==> src/rtl/rxt_pkg.sv <==
package rxt_pkg;
  typedef enum logic [1:0] {
    TAG_DATA = 2'b00,
    TAG_SEC  = 2'b01,
    TAG_CNT  = 2'b10,
    TAG_END  = 2'b11
  } rxt_tag_e;

  typedef struct packed {
    rxt_tag_e tag;
    logic     ends;
  } rxt_term_t;

  localparam logic [7:0] LINE_FEED = 8'h0A;
endpackage

==> src/rtl/rxt_byte_counter.sv <==
module rxt_byte_counter #(
  parameter int CNT_W = 8
) (
  input  logic             clk,
  input  logic             rst,
  input  logic             inc,
  input  logic             clr,
  output logic [CNT_W-1:0] count
);
  always_ff @(posedge clk) begin
    if (rst || clr) count <= '0;
    else if (inc)   count <= count + 1'b1;
  end
endmodule

==> src/rtl/rxt_term_detect.sv <==
module rxt_term_detect
  import rxt_pkg::*;
#(
  parameter int          DATA_W     = 8,
  parameter int          WORD_W     = 16,
  parameter int          CNT_W      = 8,
  parameter int          LF_INH_BIT = 15,
  parameter logic [15:0] UNCNT_WORD = 16'hC000
) (
  input  logic              monitor,
  input  logic [DATA_W-1:0] rx_byte,
  input  logic              rx_eoi,
  input  logic [WORD_W-1:0] head,
  input  logic [CNT_W-1:0]  count,
  output rxt_term_t         term
);
  logic [CNT_W-1:0] count_next;
  logic             lf_hit;
  logic             cnt_hit;

  assign count_next = count + 1'b1;
  assign lf_hit  = monitor && !head[LF_INH_BIT] && (rx_byte == DATA_W'(LINE_FEED));
  assign cnt_hit = monitor && (head != WORD_W'(UNCNT_WORD)) &&
                   (count_next == head[CNT_W-1:0]);

  always_comb begin
    term.tag  = TAG_DATA;
    term.ends = 1'b0;
    if (rx_eoi) begin
      term.tag  = TAG_END;
      term.ends = monitor;
    end else if (lf_hit) begin
      term.tag  = TAG_END;
      term.ends = 1'b1;
    end else if (cnt_hit) begin
      term.tag  = TAG_CNT;
      term.ends = 1'b1;
    end
  end
endmodule

==> src/rtl/rxt_word_pack.sv <==
module rxt_word_pack
  import rxt_pkg::*;
#(
  parameter int DATA_W = 8,
  parameter int WORD_W = 16,
  parameter int ADDR_W = 5
) (
  input  logic              is_sec,
  input  rxt_tag_e          data_tag,
  input  logic [DATA_W-1:0] rx_byte,
  input  logic              talk_addressed,
  output logic [WORD_W-1:0] word
);
  localparam int PAD_W = WORD_W - 2 - DATA_W;

  logic [WORD_W-1:0] data_word;
  logic [WORD_W-1:0] sec_word;

  generate
    if (PAD_W > 0) begin : g_pad
      assign data_word = {data_tag, {PAD_W{1'b0}}, rx_byte};
    end else begin : g_nopad
      assign data_word = {data_tag, rx_byte};
    end
  endgenerate

  always_comb begin
    sec_word                   = '0;
    sec_word[WORD_W-1 -: 2]    = TAG_SEC;
    sec_word[ADDR_W]           = talk_addressed;
    sec_word[ADDR_W-1:0]       = rx_byte[ADDR_W-1:0];
  end

  assign word = is_sec ? sec_word : data_word;
endmodule

==> src/rtl/rx_tagger.sv <==
module rx_tagger
  import rxt_pkg::*;
#(
  parameter int          DATA_W     = 8,
  parameter int          WORD_W     = 16,
  parameter int          CNT_W      = 8,
  parameter int          ADDR_W     = 5,
  parameter int          LF_INH_BIT = 15,
  parameter logic [15:0] UNCNT_WORD = 16'hC000
) (
  input  logic              clk,
  input  logic              rst,
  input  logic              req_valid,
  input  logic              req_kind,
  input  logic [DATA_W-1:0] req_byte,
  input  logic              req_eoi,
  input  logic              listen_active,
  input  logic              listen_addressed,
  input  logic              talk_addressed,
  input  logic              talker_active,
  input  logic              ctrl_send,
  input  logic              oq_empty,
  input  logic [WORD_W-1:0] oq_head,
  input  logic              ififo_full,
  input  logic              dev_clear,
  output logic              fifo_wr,
  output logic [WORD_W-1:0] fifo_word,
  output logic              oq_pop,
  output logic              resp_valid,
  output logic              resp_stall,
  output logic              freeze_set
);
  logic             is_data, is_sec, monitor, blocked;
  logic             data_stall, sec_stall, data_acc;
  logic             wr_data, wr_sec, sec_for_us;
  logic             end_xfer;
  logic [CNT_W-1:0] count;
  rxt_term_t        term;
  logic [WORD_W-1:0] word;

  assign is_data    = req_valid && !req_kind;
  assign is_sec     = req_valid &&  req_kind;
  assign monitor    = !oq_empty && ctrl_send && !talker_active;
  assign blocked    = ififo_full || dev_clear;
  assign sec_for_us = talk_addressed || listen_addressed;

  assign data_stall = is_data && listen_active && blocked;
  assign sec_stall  = is_sec && sec_for_us && blocked;
  assign data_acc   = is_data && !data_stall;
  assign wr_data    = data_acc && listen_active;
  assign wr_sec     = is_sec && sec_for_us && !blocked;
  assign end_xfer   = data_acc && term.ends;

  rxt_term_detect #(
    .DATA_W(DATA_W), .WORD_W(WORD_W), .CNT_W(CNT_W),
    .LF_INH_BIT(LF_INH_BIT), .UNCNT_WORD(UNCNT_WORD)
  ) u_term (
    .monitor (monitor),
    .rx_byte (req_byte),
    .rx_eoi  (req_eoi),
    .head    (oq_head),
    .count   (count),
    .term    (term)
  );

  rxt_byte_counter #(.CNT_W(CNT_W)) u_cnt (
    .clk   (clk),
    .rst   (rst),
    .inc   (data_acc && !term.ends),
    .clr   (end_xfer),
    .count (count)
  );

  rxt_word_pack #(.DATA_W(DATA_W), .WORD_W(WORD_W), .ADDR_W(ADDR_W)) u_pack (
    .is_sec         (req_kind),
    .data_tag       (term.tag),
    .rx_byte        (req_byte),
    .talk_addressed (talk_addressed),
    .word           (word)
  );

  always_ff @(posedge clk) begin
    if (rst) begin
      fifo_wr    <= 1'b0;
      fifo_word  <= '0;
      oq_pop     <= 1'b0;
      resp_valid <= 1'b0;
      resp_stall <= 1'b0;
      freeze_set <= 1'b0;
    end else begin
      fifo_wr    <= wr_data || wr_sec;
      if (wr_data || wr_sec) fifo_word <= word;
      oq_pop     <= end_xfer;
      resp_valid <= req_valid;
      resp_stall <= data_stall || sec_stall;
      freeze_set <= wr_data && !talker_active;
    end
  end
endmodule

==> config.mk <==
export PLATFORM = sky130hd
export DESIGN_NAME = rx_tagger
export DESIGN_NICKNAME = d
export VERILOG_FILES = /design/src/rtl/rxt_pkg.sv /design/src/rtl/rxt_byte_counter.sv /design/src/rtl/rxt_term_detect.sv /design/src/rtl/rxt_word_pack.sv /design/src/rtl/rx_tagger.sv
export SDC_FILE = /design/constraint.sdc
export NUM_CORES = 1
export LEC_CHECK = 0
export BUFFER_PORTS_ARGS = -buffer_cell sky130_fd_sc_hd__buf_4
export CORE_MARGIN = 2
export CORE_UTILIZATION = 45
export DETAILED_ROUTE_END_ITERATION = 8
export HOLD_SLACK_MARGIN = 0.03
export PLACE_DENSITY = 0.77
export SLEW_MARGIN = 10
export SYNTH_ARGS = -nofsm -noshare
export SYNTH_HDL_FRONTEND = slang
export SYNTH_SLANG_ARGS = --single-unit
==> constraint.sdc <==
create_clock -name clk -period 2.5 [get_ports clk]
set_input_delay 0 -clock clk [delete_from_list [all_inputs] [get_ports clk]]
set_output_delay 0 -clock clk [all_outputs]
set_load 0.02 [all_outputs]
==> flow_metrics.env, run 1 <==
export IMPL_clk_pin_slew_ns=0.13
export IMPL_path_class="reg2reg"
export IMPL_wl_um=3822
export IMPL_setup_tns_final_ns=0
export IMPL_drcViolationCount=0
export IMPL_critPathArrivalTime_ns=2.57
export IMPL_slew_violations=0
export IMPL_ys_seq_area_share_pct=35.42
export IMPL_cts_buffers=3
export IMPL_antenna_left=0
export IMPL_worst_pin_slew_ns=0.5275
export IMPL_track_usage_pct=23.96
export IMPL_io_buffers=51
export IMPL_start_util_pct=47.14
export IMPL_drive_above_1_share_pct=27.31
export IMPL_synth_top_area_share_pct=35.42
export IMPL_antenna_found_initial=0
export IMPL_vias_per_cell=5.437
export IMPL_layout_common_cells="51 x buf_4, 23 x dfxtp_1, 22 x dlygate4sd3_1"
export IMPL_setup_violations_final=0
export IMPL_drtIter0Drc=84
export IMPL_synthCells=146
export IMPL_fin_skew_ns=0.006777
export IMPL_die_width_um=57.75
export IMPL_powerDensity_nw_per_um2=379.3
export IMPL_cts_hold_buf=22
export IMPL_fmax_ghz=0.4277
export IMPL_place_congestion=0.7642
export IMPL_antennaDiodeCount=0
export IMPL_min_period_ns=2.338
export IMPL_p_leak_uw=0.0008304
export IMPL_yosys_cell_types_count=37
export IMPL_dp_hpwl_um=2692
export IMPL_layout_commonest_cell="buf_4"
export IMPL_endpoint_kind="register"
export IMPL_io_pins=58
export IMPL_die_y_um=57.75
export IMPL_synthToLayoutAreaGrowth_pct=47.06
export IMPL_grt_pass1_vias=1324
export IMPL_root_buffer="clkbuf_4"
export IMPL_status="finished clean"
export IMPL_ys_ff_latch=23
export IMPL_post_drt_wl_per_cell_um=15.47
export IMPL_post_cts_buffers=0
export IMPL_grt_setup_unrepaired="false"
export IMPL_num_rows=19
export IMPL_critPathMaxFanout=8
export IMPL_clkSinkCount=23
export IMPL_timing_max_cap_violations=0
export IMPL_crit_required_ns=2.73
export IMPL_drt_pass1_iter_count=4
export IMPL_clock_path_buffers=2
export IMPL_synth_cell_area_um2=1300
export IMPL_hold_class="in2reg"
export IMPL_num_nets_final=255
export IMPL_synthArstFlopShare_pct=0
export IMPL_placedCellCount=221
export IMPL_layout_worst_path_cycle_share_pct=93.52
export IMPL_layout_cells_non_filler=247
export IMPL_hold_viol_final=0
export IMPL_synth_area_per_cell_um2=8.904
export IMPL_cts_tree="yes"
export IMPL_die_area_um2=3335
export IMPL_post_cts_resized=0
export IMPL_relSlewSlack_pct=64.73
export IMPL_synth_top_cell_by_area="dfxtp_1"
export IMPL_clock_latency_ns=0.32
export IMPL_grt_pass1_wl_um=6120
export IMPL_htree_levels=1
export IMPL_yosysWarnings=0
export IMPL_overflow=0
export IMPL_synth_top_flop_cell="dfxtp_1"
export IMPL_synth_area_leaders="dfxtp_1 35%, mux2i_1 5.4%, xnor2_1 5.4%, nor3_1 4.6%, buf_4 4.6%"
export IMPL_ir_drop_mv=0.3419
export IMPL_synth_edf_count=0
export IMPL_grt_max_degree=24
export IMPL_vias=1343
export IMPL_coreArea_um2=2758
export IMPL_cp_start_kind="register"
-- power breakdown --
part | internal, uW | total (uW) | switching (uW)
logic | 88.4 | 168 | 79.4
registers | 375 | 381 | 5.69
clock network | 62.5 | 177 | 114
-- critical path: stages (launching register included) --
cell and delay (ns):
dfxtp_1 0.54, nand3_4 0.14, or4_1 0.49, a211o_1 0.31, a2111oi_4 0.43, o21ai_2 0.12, a31o_1 0.21
-- cell type report --
| type | count | area [um2] |
|---|---|---|
| Sequential cell | 23 | 460.4 |
| Fill cell | 220 | 845.8 |
| Inverter | 2 | 7.507 |
| Clock buffer | 4 | 26.28 |
| Multi-Input combinational cell | 114 | 775.7 |
| Tap cell | 31 | 38.79 |
| Timing Repair Buffer | 73 | 603.1 |
-- per-layer routing --
layer / part of all wire, % / track usage, %
met3: 3.3 / 2.679
met5: 0 / 0
met1: 40 / 28.03
met2: 54 / 43.34
met4: 2.7 / 11.30
-- stage by stage --
step	total power (uW)	worst slack, ns	hold slack, ns	util (%)	cell area [um2]
floorplan	461.7	0.4604	0.07674	-	1319
global placement	525.8	0.3160	0.1787	60.39	1665
detailed placement	530.6	0.1863	0.1792	60.39	1665
CTS	722.1	0.1717	0.06349	69.33	1912
global route	749.9	0.09507	0.07717	69.33	1912
finish	725.1	0.1619	0.06556	69.33	1912
-- registers in the layout, summed over array words and instances (netlist names) --
register,cells
fifo_word,10
resp_valid,1
resp_stall,1
fifo_wr,1
oq_pop,1
u_cnt.count,8
freeze_set,1
-- cell families (layout without fill, tap and decap cells) --
logic type | count (synthesis) | after routing | share of synthesized area (%)
compound gates | 19 | 19 | 13.19
xor+xnor | 14 | 14 | 9.432
fa+ha+maj | 1 | 1 | 0.9623
buf+inv | 14 | 79 | 6.352
flops | 23 | 23 | 35.42
mux | 7 | 7 | 5.390
other cells | 1 | 6 | 0.2885
simple gates | 67 | 67 | 28.97
-- synth_stat cells (2+ instances only) --
library cell / instances
xor2_1: 6
nor3b_1: 3
o21ai_0: 2
nand4_1: 5
buf_4: 8
nor3_1: 12
clkbuf_1: 4
nand3b_1: 3
mux2i_1: 7
xnor2_1: 8
a32oi_1: 2
a21oi_1: 4
nor4b_1: 3
nand3_1: 2
and3b_1: 2
nor4_1: 5
inv_1: 2
dfxtp_1: 23
nand2b_1: 6
nor2_1: 15
nand2_1: 8
-- worst paths after layout --
path                    endpoint  cells past startpoint      startpoint  slack [ns]
hold / removal            oq_pop                      4         req_eoi        0.07
setup reg to reg  u_cnt.count[1]                      6  u_cnt.count[2]        0.16
setup / recovery  u_cnt.count[1]                      6  u_cnt.count[2]        0.16
hold reg to reg    fifo_word[15]                      2   fifo_word[15]        0.47
No activity file was read; power rests on OpenSTA's default activity.
==> inputs of run 2 (changes only) <==
CORE_UTILIZATION = 42   (was 45)
PLACE_DENSITY = 0.75   (was 0.77)
RECOVER_POWER = 25   (was unset)
clock period = 2.1 ns   (was 2.5 ns; I/O delays follow)
==> flow_metrics.env, run 2 (synthesis results as in run 1) <==
export IMPL_design_area_um2=2018
export IMPL_clock_latency_ns=0.30
export IMPL_setup_violations_final=8
export IMPL_grt_pass1_vias=1403
export IMPL_layout_worst_path_cycle_share_pct=101.8
export IMPL_antennaDiodeCount=0
export IMPL_clkSinkCount=23
export IMPL_p_leak_uw=0.0008719
export IMPL_worst_pin_slew_ns=0.5390
export IMPL_start_util_pct=43.29
export IMPL_relSlewSlack_pct=63.96
export IMPL_nFillCells=261
export IMPL_dp_hpwl_um=2673
export IMPL_grt_max_degree=24
export IMPL_regArea_um2=473.0
export IMPL_clk_pin_slew_ns=0.12
export IMPL_overflow=0
export IMPL_drtIter0Drc=42
export IMPL_io_buffers=51
export IMPL_busiest_layer="met2"
export IMPL_htree_levels=1
export IMPL_drive_above_1_share_pct=35.84
export IMPL_critPathArrivalTime_ns=2.34
export IMPL_cts_tree="yes"
export IMPL_min_period_ns=2.137
export IMPL_largest_reg_flops=10
export IMPL_use_met1_pct=23.89
export IMPL_place_congestion=0.8062
export IMPL_die_width_um=59.64
export IMPL_worst_path_max_delay_cell="or4_4"
export IMPL_timing_max_cap_violations=0
export IMPL_largestRegisters="fifo_word (10), u_cnt.count (8)"
export IMPL_clock_path_buffers=2
export IMPL_post_drt_wl_per_cell_um=15.13
export IMPL_io_pins=58
export IMPL_layout_commonest_cell="buf_4"
export IMPL_num_rows=20
export IMPL_num_nets_final=265
export IMPL_antenna_found_initial=0
export IMPL_drcViolationCount=0
export IMPL_coreArea_um2=3003
export IMPL_endpoint_kind="register"
export IMPL_hold_viol_final=0
export IMPL_root_buffer="clkbuf_4"
export IMPL_cts_buffers=3
export IMPL_grt_setup_unrepaired="true"
export IMPL_wl_um=3919
export IMPL_fin_skew_ns=0.005082
export IMPL_violations="negative setup slack"
export IMPL_hold_class="in2reg"
export IMPL_multi_input_area_um2=815.8
export IMPL_critical_path_max_stage_delay_ns=0.47
export IMPL_crit_chain="nand2_2, or4_4, a211o_1, a2111oi_4, buf_4, o21ai_2, a21o_2"
export IMPL_fmax_ghz=0.4679
export IMPL_grt_pass1_wl_um=6134
export IMPL_vias_per_cell=5.413
export IMPL_die_y_um=59.64
export IMPL_crit_required_ns=2.31
export IMPL_gr_usage_met3_pct=4.148
export IMPL_fin_util_pct=67.21
export IMPL_track_usage_pct=22.81
export IMPL_layout_common_cells="57 x buf_4, 18 x dlygate4sd3_1, 17 x dfxtp_1"
export IMPL_largest_register="fifo_word"
export IMPL_antenna_left=0
export IMPL_cp_start_kind="register"
export IMPL_drt_pass1_iter_count=4
export IMPL_gr_usage_met2_pct=46.00
export IMPL_status="complete, but fails checks"
export IMPL_powerDensity_nw_per_um2=422.0
export IMPL_synthToLayoutAreaGrowth_pct=55.25
export IMPL_critPathMaxFanout=3
export IMPL_ir_drop_mv=0.3581
export IMPL_die_area_um2=3556
export IMPL_path_class="reg2reg"
export IMPL_slew_violations=0
export IMPL_place_area_um2=1705
export IMPL_fin_ws_ns=-0.03739
export IMPL_vias=1402
run 2: layout make-up:
class / instances / area share (%)
clock inverters: 1 / 0.2480
well taps: 33 / 2.046
inverters: 2 / 0.3720
flip-flops and latches: 23 / 23.43
clock buffers: 3 / 1.116
repair buffers: 83 / 32.36
multi-input cells: 114 / 40.42
run 2: power by group:
part / switching (uW) / leakage (uW) / internal (uW) / total [uW]
combinational: 96.5 / 0.000664 / 107 / 203
sequential: 5.42 / 0.000190 / 444 / 450
clock: 128 / 0.0000177 / 70.9 / 199
total: 230 / 0.000872 / 622 / 852
run 2: what timing repair did:
action,4_1_cts,5_1_grt
hold buffers,18,0
endpoints found under the setup margin,5,13
resized for setup,10,8
hold endpoints to repair,13,0
buffers inserted,5,4
pin swaps,7,7
run 2: path summary, 6_finish.rpt:
kind,start,endpoint,slack (ns),cells after the start
hold reg to reg,fifo_word[15],fifo_word[15],0.47,2
setup reg to reg,u_cnt.count[1],u_cnt.count[0],-0.04,7
setup / recovery,u_cnt.count[1],u_cnt.count[0],-0.04,7
hold / removal,listen_addressed,resp_stall,0.04,3
run 2: critical path: cells and delay by family, from the launching register on:
kind,cells,cell delay [ns]
buffers and inverters,1,0.18
AO/OA/AOI/OAI,4,0.95
flip-flops,1,0.37
AND/OR/NAND/NOR,2,0.54
run 2: stage by stage:
stage	setup slack, ns	power, uW	hold WS, ns	setup TNS [ns]	std cells
after floorplan	0.06043	549.6	0.07674	0	151
after global placement	0.07066	626.2	0.1758	0	228
after detailed placement	-0.02008	631.0	0.1783	-0.02249	228
after CTS	-0.03244	849.6	0.03210	-0.05795	255
after global routing	-0.1242	893.9	0.05709	-1.089	259
final	-0.03739	851.6	0.04215	-0.2107	259
run 2: metal layers:
| metal | part of all wire [%] | routed length, um | up-vias |
|---|---|---|---|
| met5 | 0 | 0 | - |
| met4 | 1.2 | 46 | 0 |
| met3 | 6.5 | 253 | 6 |
| met2 | 55 | 2165 | 62 |
| met1 | 37 | 1453 | 656 |
| li1 | - | - | 678 |
==> inputs of run 3 (changes only) <==
PLACE_DENSITY = unset   (was 0.75)
PLACE_DENSITY_LB_ADDON = 0.3   (was unset)
==> flow_metrics.env, run 3 (synthesis results as in run 1) <==
export IMPL_grt_pass1_vias=1367
export IMPL_crit_start="u_cnt.count[6]"
export IMPL_crit_required_ns=2.32
export IMPL_slew_violations=0
export IMPL_grt_max_degree=24
export IMPL_largest_register="fifo_word"
export IMPL_grt_setup_unrepaired="false"
export IMPL_grt_pass1_wl_um=5685
export IMPL_worst_pin_slew_ns=0.5509
export IMPL_clk_pin_slew_ns=0.13
export IMPL_r2r_start="u_cnt.count[6]"
export IMPL_p_leak_uw=0.0008184
export IMPL_clock_path_buffers=2
export IMPL_min_period_ns=2.008
export IMPL_timing_max_cap_violations=0
export IMPL_largest_reg_flops=10
export IMPL_post_drt_wl_per_cell_um=13.90
export IMPL_fmax_ghz=0.4980
export IMPL_num_nets_final=259
export IMPL_path_class="reg2reg"
export IMPL_dp_hpwl_um=2567
export IMPL_drive_above_1_share_pct=29.09
export IMPL_die_y_um=59.64
export IMPL_io_buffers=51
export IMPL_clock_latency_ns=0.30
export IMPL_status="finished clean"
export IMPL_synthToLayoutAreaGrowth_pct=47.45
export IMPL_layout_common_cells="50 x buf_4, 19 x dfxtp_1, 19 x dlygate4sd3_1"
export IMPL_cp_start_kind="register"
export IMPL_num_rows=20
export IMPL_fin_hold_ws_ns=0.03467
export IMPL_die_width_um=59.64
export IMPL_die_area_um2=3556
export IMPL_start_util_pct=43.29
export IMPL_hold_viol_final=0
export IMPL_setup_violations_final=0
export IMPL_coreArea_um2=3003
export IMPL_root_buffer="clkbuf_4"
export IMPL_layout_worst_path_cycle_share_pct=95.63
export IMPL_cts_tree="yes"
export IMPL_wl_um=3517
export IMPL_drtIter0Drc=50
export IMPL_io_pins=58
export IMPL_place_congestion=0.8552
export IMPL_critPathArrivalTime_ns=2.22
export IMPL_reg2reg_depth=5
export IMPL_vias_per_cell=5.419
export IMPL_hold_class="in2reg"
export IMPL_r2r_setup_slack_ns=0.09
export IMPL_largestRegisters="fifo_word (10), u_cnt.count (8)"
export IMPL_crit_end="u_cnt.count[1]"
export IMPL_powerDensity_nw_per_um2=442.0
export IMPL_drcViolationCount=0
export IMPL_setup_tns_final_ns=0
export IMPL_layout_commonest_cell="buf_4"
export IMPL_fin_skew_ns=0.001014
export IMPL_timing_rr_end="u_cnt.count[1]"
export IMPL_relSlewSlack_pct=63.16
export IMPL_htree_levels=1
export IMPL_antennaDiodeCount=0
export IMPL_drt_pass1_iter_count=4
export IMPL_overflow=0
export IMPL_cts_buffers=3
export IMPL_critPathMaxFanout=5
export IMPL_ir_drop_mv=0.3685
export IMPL_antenna_found_initial=0
export IMPL_vias=1371
export IMPL_antenna_left=0
export IMPL_track_usage_pct=21.34
export IMPL_endpoint_kind="register"
export IMPL_clkSinkCount=23
-- run 3: changes by cell type in the layout (fill, tap and decap cells not counted), moves of 2 or more --
cell,delta
buf_4,-7
dfxtp_1,+2
nand2b_1,+2
nand2b_4,-2
buf_6,-2
clkbuf_1,+2
dfxtp_4,-2
-- run 3: worst min-delay path by stage --
stage,start,endpoint,slack [ns],cells past startpoint
detailed placement,ififo_full,fifo_wr,0.19,2
floorplan,talker_active,freeze_set,0.08,1
finish,listen_addressed,resp_stall,0.03,3
CTS,listen_active,fifo_word[6],0.03,3
global placement,talker_active,freeze_set,0.18,2
global route,listen_active,fifo_word[6],0.04,3
-- run 3: what timing repair did --
action,in CTS,in global routing
setup endpoints to repair,0,11
hold endpoints to repair,13,0
gates resized for setup,0,5
buffers inserted,0,2
hold buffers,19,0
-- run 3: report_power, final --
part           switching [uW]  internal, uW  total (uW)  leakage (uW)
Clock                     134          72.5         206     0.0000139
Sequential               6.07           446         452      0.000188
Combinational            90.3          98.3         189      0.000616
Total                     230           617         847      0.000818
-- run 3: layout make-up --
cell class | count | area [um2]
Inverter | 2 | 7.507
Clock inverter | 1 | 7.507
Clock buffer | 3 | 22.52
Tap cell | 33 | 41.29
Multi-Input combinational cell | 114 | 777.0
Timing Repair Buffer | 77 | 595.6
Sequential cell | 23 | 465.4
Fill cell | 260 | 1086
-- run 3: metrics by stage --
stage | power, uW | util (%) | instances | area (um2) | worst slack, ns
3_5_place_dp | 630.0 | 56.79 | 228 | 1705 | 0.02769
6_report | 847.3 | 63.83 | 253 | 1917 | 0.09184
5_1_grt | 891.9 | 63.83 | 253 | 1917 | 0.005635
3_3_place_gp | 625.4 | 56.79 | 228 | 1705 | 0.08595
2_1_floorplan | 549.6 | - | 151 | 1319 | 0.06043
4_1_cts | 855.1 | 64.13 | 251 | 1926 | 0.001622
-- run 3: layer usage --
metal / up-vias / part of all wire, % / global-route usage (%)
met5: - / 0 / 0
met4: 0 / 0.94 / 6.349
met3: 4 / 5.7 / 2.620
met2: 56 / 52 / 40.66
met1: 647 / 41 / 24.46
li1: 664 / - / -
-- run 3: critical path, stage by stage, from the launching register on --
cell and delay, ns:
dfxtp_1 0.39, or4_1 0.53, a211o_1 0.30, a2111oi_4 0.38, o21ai_2 0.11, a31o_1 0.21
